`config.mk`:
```
export PLATFORM = sky130hd
export DESIGN_NAME = sync_stage_counter
export DESIGN_NICKNAME = d
export VERILOG_FILES = /design/src/rtl/cnt_pkg.sv /design/src/rtl/ctr_op_decode.sv /design/src/rtl/ctr_next_value.sv /design/src/rtl/ctr_tc_decode.sv /design/src/rtl/ctr_state_reg.sv /design/src/rtl/sync_stage_counter.sv
export SDC_FILE = /design/constraint.sdc
export NUM_CORES = 1
export LEC_CHECK = 0
export CAP_MARGIN = 20
export CORE_AREA = 5 5 42 44
export CTS_BUF_LIST = sky130_fd_sc_hd__clkbuf_2 sky130_fd_sc_hd__clkbuf_4 sky130_fd_sc_hd__clkbuf_8
export DETAILED_ROUTE_END_ITERATION = 8
export DIE_AREA = 0 0 47 49
export DONT_BUFFER_PORTS = 1
export PLACE_DENSITY = 0.48
export SKIP_CTS_REPAIR_TIMING = 1
export SYNTH_ARGS = -nofsm -noshare
export SYNTH_HDL_FRONTEND = slang
export SYNTH_SLANG_ARGS = --single-unit
export TNS_END_PERCENT = 1
```
`constraint.sdc`:
```
create_clock -name clk -period 1.5 [get_ports clk]
set_input_delay 0 -clock clk [delete_from_list [all_inputs] [get_ports clk]]
set_output_delay 0 -clock clk [all_outputs]
set_load 0.05 [all_outputs]
```
`src/rtl/cnt_pkg.sv`:
```
package cnt_pkg;
  typedef enum logic [1:0] {
    OP_HOLD  = 2'd0,
    OP_COUNT = 2'd1,
    OP_LOAD  = 2'd2,
    OP_CLEAR = 2'd3
  } ctr_op_e;

  function automatic int unsigned top_value(input int unsigned width, input bit decade);
    return decade ? 32'd9 : ((32'd1 << width) - 32'd1);
  endfunction
endpackage

```
`src/rtl/ctr_op_decode.sv`:
```
module ctr_op_decode
  import cnt_pkg::*;
(
  input  logic    sync_clr,
  input  logic    load_n,
  input  logic    en_par,
  input  logic    en_trk,
  output ctr_op_e op
);
  always_comb begin
    if (sync_clr)                op = OP_CLEAR;
    else if (!load_n)            op = OP_LOAD;
    else if (en_par && en_trk)   op = OP_COUNT;
    else                         op = OP_HOLD;
  end
endmodule

```
`src/rtl/ctr_next_value.sv`:
```
module ctr_next_value
  import cnt_pkg::*;
#(
  parameter int unsigned WIDTH  = 4,
  parameter bit          DECADE = 1'b1
) (
  input  ctr_op_e          op,
  input  logic [WIDTH-1:0] cur,
  input  logic [WIDTH-1:0] din,
  output logic [WIDTH-1:0] nxt
);
  localparam logic [WIDTH-1:0] TOP = WIDTH'(top_value(WIDTH, DECADE));

  logic [WIDTH-1:0] inc;

  // Values at or above the top (only reachable by preset in decade mode) fold to zero.
  assign inc = (cur >= TOP) ? '0 : cur + 1'b1;

  always_comb begin
    unique case (op)
      OP_CLEAR: nxt = '0;
      OP_LOAD:  nxt = din;
      OP_COUNT: nxt = inc;
      default:  nxt = cur;
    endcase
  end
endmodule

```
`src/rtl/ctr_tc_decode.sv`:
```
module ctr_tc_decode
  import cnt_pkg::*;
#(
  parameter int unsigned WIDTH  = 4,
  parameter bit          DECADE = 1'b1
) (
  input  logic [WIDTH-1:0] cur,
  input  logic             en_trk,
  output logic             tc
);
  localparam logic [WIDTH-1:0] TOP = WIDTH'(top_value(WIDTH, DECADE));
  assign tc = en_trk && (cur == TOP);
endmodule

```
`src/rtl/ctr_state_reg.sv`:
```
module ctr_state_reg #(
  parameter int unsigned WIDTH     = 4,
  parameter bit          ASYNC_CLR = 1'b1
) (
  input  logic             clk,
  input  logic             clr_n,
  input  logic [WIDTH-1:0] nxt,
  output logic [WIDTH-1:0] cur
);
  generate
    if (ASYNC_CLR) begin : g_async
      always_ff @(posedge clk or negedge clr_n) begin
        if (!clr_n) cur <= '0;
        else        cur <= nxt;
      end
    end else begin : g_sync
      // Clear is already folded into nxt by the operation decode.
      logic unused_clr;
      assign unused_clr = clr_n;
      always_ff @(posedge clk) cur <= nxt;
    end
  endgenerate
endmodule

```
`src/rtl/sync_stage_counter.sv`:
```
module sync_stage_counter
  import cnt_pkg::*;
#(
  parameter int unsigned WIDTH     = 4,
  parameter bit          DECADE    = 1'b1,
  parameter bit          ASYNC_CLR = 1'b1
) (
  input  logic             clk,
  input  logic             clr_n,
  input  logic             load_n,
  input  logic [WIDTH-1:0] din,
  input  logic             en_par,
  input  logic             en_trk,
  output logic [WIDTH-1:0] q,
  output logic             tc
);
  ctr_op_e          op;
  logic [WIDTH-1:0] nxt;
  logic             sync_clr;

  assign sync_clr = !ASYNC_CLR && !clr_n;

  ctr_op_decode u_dec (
    .sync_clr (sync_clr),
    .load_n   (load_n),
    .en_par   (en_par),
    .en_trk   (en_trk),
    .op       (op)
  );

  ctr_next_value #(.WIDTH(WIDTH), .DECADE(DECADE)) u_nxt (
    .op  (op),
    .cur (q),
    .din (din),
    .nxt (nxt)
  );

  ctr_state_reg #(.WIDTH(WIDTH), .ASYNC_CLR(ASYNC_CLR)) u_reg (
    .clk   (clk),
    .clr_n (clr_n),
    .nxt   (nxt),
    .cur   (q)
  );

  ctr_tc_decode #(.WIDTH(WIDTH), .DECADE(DECADE)) u_tc (
    .cur    (q),
    .en_trk (en_trk),
    .tc     (tc)
  );
endmodule

```
# After elaboration in Yosys (flattened, before gate mapping)
# Cells that the tools add are included.
[totals]
out_inout_bits = 5
elab_cells = 14
reg_bits = 4
[classes]
n_eq_ne = 4
order_cmp = 1
addsub = 1
reduce_logical = 3
n_mux = 4
[ops]
columns = ["op", "n"]
rows = [
  ["one-hot mux 4 bit (3 select lines)", 1],
  ["adder 4 x 1 -> 4 bit (second input constant)", 1],
  ["== test 2 bit (second input constant)", 2],
  ["== test 4 bit (second input constant)", 1],
  [">= comparator 4 bit (second input constant)", 1],
  ["2-to-1 mux 4 bit", 1],
  ["nonzero test 3 bit", 1],
  ["== test 2 x 1 -> 1 bit (second input constant)", 1],
  ["logical AND 1 bit", 2],
  ["2-to-1 mux 2 bit", 1],
  ["2-to-1 mux 1 bit", 1],
]

# Logic depth before layout (Yosys ltp)
# Gate-level depths: netlist of the first run.
[depth]
depth_word = 5
ltp_mapped = 5
ltp_nobuf = 5

# Hierarchy
# A second synthesis of the first run with hierarchy kept.
[hier_totals]
hier_cells = 32
area_unflattened_um2 = 321.6
[modules_own_cells]
columns = ["module", "cells_per_inst", "n_inst", "area_per_inst_um2"]
rows = [
  ["ctr_next_value", 23, 1, 190.2],
  ["ctr_state_reg", 4, 1, 100.1],
  ["ctr_op_decode", 2, 1, 15.0],
  ["ctr_tc_decode", 2, 1, 12.5],
  ["sync_stage_counter", 1, 1, 3.8],
]

# Worst setup path after synthesis of the first run
# OpenSTA, ideal clock, no wires.
[synth_timing]
path_kind = "reg2reg"
from = "reg u_reg.cur[1]"
to = "reg u_reg.cur[0]"
arrival_ns = 1.776
path_buffers = 0
required_time_ns = 1.418
setup_time_ns = 0.082
path_stages_with_launch = 6
synth_period_minus_slack_ns = 1.858
setup_slack_ns = -0.358
cell_sequence = "dfrtp_1 inv_1 ha_1 or3b_1 a211o_1 a31oi_1"
[synth_between]
elab_chain_cells = 3
[synth_lines]
columns = ["item", "line_no", "rtl"]
rows = [
  ["start, declared", "ctr_state_reg.sv:8", "output logic [WIDTH-1:0] cur"],
  ["start signal, assigned", "ctr_state_reg.sv:14", "else cur <= nxt;"],
  [">= comparator 4 bit", "ctr_next_value.sv:17", "assign inc = (cur >= TOP) ? '0 : cur + 1'b1;"],
  ["2-to-1 mux 4 bit", "ctr_next_value.sv:17", ""],
  ["one-hot mux 4 bit (3 select lines)", "ctr_next_value.sv:20", "unique case (op)"],
]
# Every way passes these cells.
# A chain may end at the register's enable or synchronous reset.

# Final worst setup path of the first run
[layout_timing]
from = "reg u_reg.cur[0]"
to = "reg u_reg.cur[0]"
[layout_between]
elab_chain_cells = 3
word_cells_on_any_way = 4
classes_between = "add/sub: 1; order compare: 1; mux: 2"
[layout_lines]
columns = ["item", "line_no"]
rows = [
  ["adder 4 x 1 -> 4 bit or >= comparator 4 bit (tied branches)", "ctr_next_value.sv:17"],
  ["2-to-1 mux 4 bit *", "ctr_next_value.sv:17"],
  ["one-hot mux 4 bit (3 select lines) *", "ctr_next_value.sv:20"],
]
# Mark *: on every way between the ends. The rest lies on a longest branch, timed or not.

==> metrics.cfg, run 1 <==
[outcome]
status = complete, but fails checks
violations = negative hold slack, negative setup slack

[worst_setup_path]
critical_path_required_ns = 1.64
cp.arrival_ns = 1.66
regToRegEndpoint = u_reg.cur[0]
slowest_stage = dfrtp_2
cp-start-kind = flop
cp-end-kind = flop
reg2reg_depth = 5
worstSetupStartpoint = u_reg.cur[0]
regToRegSetupSlack_ns = -0.01
crit_path_max_fanout = 4
r2r_start = u_reg.cur[0]
slowest_delay_ns = 0.43
critical_path_class = flop to flop
crit_chain = inv_2 > ha_1 > or3b_4 > a211o_1 > a31oi_1
crit_path_end = u_reg.cur[0]

[floorplanning]
dieArea_sq_um = 2300
core_sq_um = 1400
start_util = 0.223
rows = 14
pin_count = 14
die_h_um = 49
die_w_um = 47

[timing]
period_share = 1.01
fin_setup_tns_ns = -0.0124
fmax_mhz = 661
fin_hold_ws_ns = -0.122
relSlewSlack = 0.815
tightest_slew_ns = 0.278
min_period_ns = 1.51
fin_skew_ns = 0.000177
hold_viol_final = 4
fin_ws_ns = -0.0124
finalSetupViolCount = 1
maxSlewViolCount = 0
rsz0062_at_grt = yes

[synthesis]
yosysSeqAreaShare = 0.320
syn_area_sq_um = 313
syn_inst = 33
synth_cell_type_count = 22
ys_warn_count = 0
syn_nets = 45
ys_ff_latch = 4
syn_area_per_cell_sq_um = 9.48

[routing]
drtIter0Drc = 4
drt-vias-per-instance = 4.94
drt-pass1-iter-count = 4
final_antenna_net_count = 0
routed_wl_um = 783
wl_per_cell_um = 12.6
drc = 0
vias = 306

[finish]
regMostFlops = u_reg.cur
diodes = 0
multiInputGateArea_sq_um = 216
area_growth_pct = 47.6
post_layout_nonfiller_instances = 62
final_util = 0.329
fin_nets = 60
reg_top3 = u_reg.cur (4)
final_layout_size_suffix_gt1_frac = 0.391
seq_area_sq_um = 103
fillers = 153
final_design_area_no_fill_sq_um = 462
largest_reg_flops = 4

[global_routing]
grt_util_all_layers = 0.0764
overflow = 0
grt_max_degree = 10
grt_pass1_wl_mm = 1.31
grt_pass1_vias = 319
antenna_found_initial = 0

[power]
clock_power_share = 0.302
p_sw_mw = 0.148
ir_worst_vdd_mv = 0.376
internal_power_mw = 0.279
power_density_nw_per_um2 = 924
p_total_mw = 0.427
p_comb_frac = 0.380
seqPwrFrac = 0.318
switching_share = 0.346
p_leak_nw = 0.190

[clock_tree]
clockRootBuffer = clkbuf_4
clk_latency_ns = 0.23
clk_pin_slew_ns = 0.03
clockBufferDepth = 2
cts_tree = built
cts.sinks = 4
cts_made_buffers = 3
h-tree-depth = 1

[placement]
dp_hpwl_um = 654
port_buffers = 0
pre_cts_slack_ns = -0.0528
dpl_cell_area_sq_um = 389
gp_congestion = 0.769
dp_cells = 54

[flow_run]
maxCapViolCount = 0

[worst_hold_path]
hp-class = input port to flop

## cells in the mapped netlist
library cell / n / area, sq um
a211o_1: 2 / 17.5
clkbuf_1: 1 / 3.75
nand3b_1: 1 / 7.51
mux2_2: 1 / 11.3
a31oi_1: 1 / 6.26
nand2b_1: 2 / 12.5
nand2_1: 2 / 7.51
dfrtp_1: 4 / 100
and4b_2: 1 / 11.3
inv_1: 2 / 7.51
a311o_1: 1 / 10.0
a21oi_1: 2 / 10.0
nand3_1: 1 / 5.00
nand4_1: 1 / 6.26
nand4b_1: 1 / 8.76
ha_1: 3 / 37.5
a41oi_1: 1 / 8.76
nor2b_1: 1 / 6.26
nor2_1: 2 / 7.51
nand4bb_1: 1 / 11.3
or3b_1: 1 / 8.76
o211ai_1: 1 / 7.51
## how the worst min path moves through the flow
stage / cells past startpoint / start / slack [ns] / end
6_report: 1 / load_n / -0.12 / u_reg.cur[0]
5_1_grt: 1 / load_n / -0.12 / u_reg.cur[0]
4_1_cts: 0 / clr_n / -0.55 / u_reg.cur[1]
3_5_place_dp: 0 / clr_n / -0.30 / u_reg.cur[0]
3_3_place_gp: 0 / clr_n / -0.30 / u_reg.cur[0]
2_1_floorplan: 0 / clr_n / -0.30 / u_reg.cur[0]
## power groups by stage
| stage | combinational (mW) | clock (mW) | sequential [mW] |
|---|---|---|---|
| floorplan | 0.0586 | 0 | 0.183 |
| finish | 0.162 | 0.129 | 0.136 |
| CTS | 0.146 | 0.139 | 0.136 |
| detailed placement | 0.145 | 0 | 0.138 |
| global route | 0.177 | 0.144 | 0.138 |
| global placement | 0.145 | 0 | 0.137 |
## cells by family (layout without fill, tap and decap cells)
| group | count (synthesis) | after routing | synth area share |
|---|---|---|---|
| DFF | 4 | 4 | 0.320 |
| adders and majority gates | 3 | 3 | 0.120 |
| buffers and inverters | 3 | 16 | 0.0360 |
| muxes | 1 | 1 | 0.0360 |
| and+or+nand+nor | 14 | 14 | 0.296 |
| AOI/OAI and AO/OA | 8 | 8 | 0.192 |
## layout make-up
class | count | share of cell area
Clock buffer | 3 | 0.0488
Inverter | 2 | 0.0163
Multi-Input combinational cell | 26 | 0.469
Sequential cell | 4 | 0.222
Tap cell | 16 | 0.0434
Timing Repair Buffer | 11 | 0.201
## cell usage in the layout, fill, tap and decap left out, types with 2 or more instances in the layout
cell	Yosys	layout
dfrtp_1	4	2
ha_1	3	2
nand2_1	2	2
clkbuf_4	0	3
a21oi_1	2	2
dfrtp_2	0	2
dlygate4sd3_1	0	4
nor2_1	2	2
a211o_1	2	2
buf_4	0	7
inv_2	0	2
nand2b_1	2	2
## per-layer routing
metal	global-route usage	vias up	part of all wire
met3	0.0258	2	0.10
li1	-	151	-
met5	0	-	0
met4	0.0553	0	0.026
met2	0.109	10	0.43
met1	0.0915	143	0.44
## critical path: cells and delay by family (launching register included)
family          cells  cell delay, ns
compound gates      2            0.41
flops               1            0.43
simple gates        1            0.38
buf+inv             1            0.06
fa+ha+maj           1            0.15
Power figures use the tool's default switching activity.
==> run 2, diff against run 1 <==
- ABC_AREA: not set -> 1
- GPL_TIMING_DRIVEN: not set -> 0
- PLACE_DENSITY: 0.48 -> 0.49
==> metrics.cfg, run 2 <==
[worst_setup_path]
regToRegEndpoint = u_reg.cur[0]
cp-end-kind = output pin
cp.arrival_ns = 1.57
crit_path_max_fanout = 6
path_buf_inv = 1
r2r_start = u_reg.cur[1]
regToRegSetupSlack_ns = 0.10
critical_path_required_ns = 1.50
path_delay_family = flip-flops
reg2reg_depth = 8
slowest_stage = dfrtp_4
cp-start-kind = flop
slowest_delay_ns = 0.58
critical_path_class = flop to output pin
crit_chain = inv_4 > ha_4 > nand2_4 > nor3_4

[clock_tree]
clk_pin_slew_ns = 0.04
h-tree-depth = 1
clockRootBuffer = clkbuf_4
cts.sinks = 4
cts_tree = built
clk_latency_ns = 0.23
cts_made_buffers = 3
clockBufferDepth = 2

[routing]
drtIter0Drc = 4
drt-pass1-iter-count = 3
vias = 306
wl_per_cell_um = 11.2
final_antenna_net_count = 0
routed_wl_um = 792
drc = 0
drt-vias-per-instance = 4.31

[synthesis]
synth_top_area_frac = 0.311
synth_ff_type = dfrtp_1
yosysMostFrequentCell = nand2_1
synth_edf_count = 0
synth_area_leaders = dfrtp_1, nand2_1, ha_1, inv_1, nand3_1
syn_nets = 60
syn_inst = 48
syn_area_sq_um = 322
ys_ff_latch = 4
synth-async-reset-ratio = 1.00
ys_warn_count = 0
yosysSeqAreaShare = 0.311
synth_common_cells = nand2_1, inv_1, dfrtp_1, nand3_1, ha_1
synth_cell_type_count = 14
syn_area_per_cell_sq_um = 6.70
synth_top_area_cell = dfrtp_1

[timing]
period_share = 1.05
min_period_ns = 1.57
hold_viol_final = 3
relSlewSlack = 0.541
maxSlewViolCount = 0
fin_hold_ws_ns = -0.0313
fin_ws_ns = -0.0727
fmax_mhz = 636
rsz0062_at_grt = yes
tightest_slew_ns = 0.689
finalSetupViolCount = 1
fin_skew_ns = 0.00747

[placement]
dp_cells = 64
dp_hpwl_um = 597
pre_cts_slack_ns = -0.0937
port_buffers = 0
gp_congestion = 0.752

[outcome]
status = complete, but fails checks
violations = negative hold slack, negative setup slack

[finish]
regMostFlops = u_reg.cur
final_layout_size_suffix_gt1_frac = 0.309
fillers = 164
area_growth_pct = 37.4
largest_reg_flops = 4
reg_top3 = u_reg.cur (4)
diodes = 0
multiInputGateArea_sq_um = 223
seq_area_sq_um = 109
layout_common_cells = nand2_1, inv_1, nand3_1
post_layout_nonfiller_instances = 71
fin_nets = 69
final_common_cell = nand2_1

[power]
p_leak_nw = 0.229
power_density_nw_per_um2 = 961
ir_worst_vdd_mv = 0.671

[global_routing]
grt_pass1_vias = 333
antenna_found_initial = 0
grt_pass1_wl_mm = 1.37
overflow = 0
grt_util_all_layers = 0.0805
grt_max_degree = 8

[floorplanning]
core_sq_um = 1400
die_w_um = 47
pin_count = 14
start_util = 0.229
rows = 14
die_h_um = 49
dieArea_sq_um = 2300

[flow_run]
maxCapViolCount = 0

[worst_hold_path]
min_path_cells = 4
hp-class = input port to flop
min_to = u_reg.cur[2]
min-delay-start = din[2]

==> run 2: cell count changes after synthesis, sizes merged, moves of 2 or more <==
cell    before  now
a211o        2    0
nand3        1    5
nand2        2   22
nand2b       2    0
inv          2    8
==> run 2: power breakdown <==
| group | switching [mW] | internal (mW) | leakage (nW) |
|---|---|---|---|
| logic | 0.0521 | 0.0424 | 0.170 |
| clock network | 0.0425 | 0.0894 | 0.0138 |
| registers | 0.0734 | 0.125 | 0.0455 |
==> run 2: kinds of logic (layout without fill, tap and decap cells) <==
logic type | count (synthesis) | count (layout) | share of synthesized area
AND/OR/NAND/NOR | 31 | 31 | 0.424
buffers and inverters | 8 | 15 | 0.0934
adder cells (fa/ha/maj) | 3 | 3 | 0.117
AO/OA/AOI/OAI | 1 | 1 | 0.0272
flip-flops | 4 | 4 | 0.311
XOR/XNOR | 1 | 1 | 0.0272
==> run 2: layout make-up <==
type	instances	area share
repair buffers	4	0.0793
multi-input cells	36	0.504
clock buffers	3	0.0510
well taps	16	0.0453
inverters	8	0.0737
flip-flops and latches	4	0.246
==> run 2: layer usage <==
metal | routed length (um) | GRT usage
met5 | 0 | 0
met1 | 371 | 0.0998
met2 | 342 | 0.118
met3 | 78 | 0.0627
met4 | 0 | 0
==> run 2: metrics by stage <==
stage | hold WS, ns | setup TNS, ns | area (sq um) | util | power, mW
after floorplan | -0.296 | 0 | 333 | - | 0.245
after global placement | -0.295 | -0.299 | 353 | 0.252 | 0.263
after detailed placement | -0.295 | -0.350 | 353 | 0.252 | 0.265
after CTS | -0.544 | -0.693 | 375 | 0.268 | 0.401
after global routing | 0.00739 | -0.131 | 442 | 0.315 | 0.463
final | -0.0313 | -0.0727 | 442 | 0.315 | 0.425
==> run 2: tightest hold or removal path, stage by stage <==
cell and delay (ns):
nand2_1 0.03, nand2_1 0.05, inv_1 0.03, nand2_1 0.05
==> run 2: worst max path at each step <==
stage | from | to | slack, ns | depth (start not counted)
2_1_floorplan | u_reg.cur[0] | tc | 0.06 | 3
3_3_place_gp | u_reg.cur[1] | u_reg.cur[0] | -0.09 | 7
3_5_place_dp | u_reg.cur[1] | u_reg.cur[0] | -0.09 | 7
4_1_cts | u_reg.cur[0] | tc | -0.33 | 3
5_1_grt | u_reg.cur[1] | tc | -0.13 | 4
6_report | u_reg.cur[1] | tc | -0.07 | 4
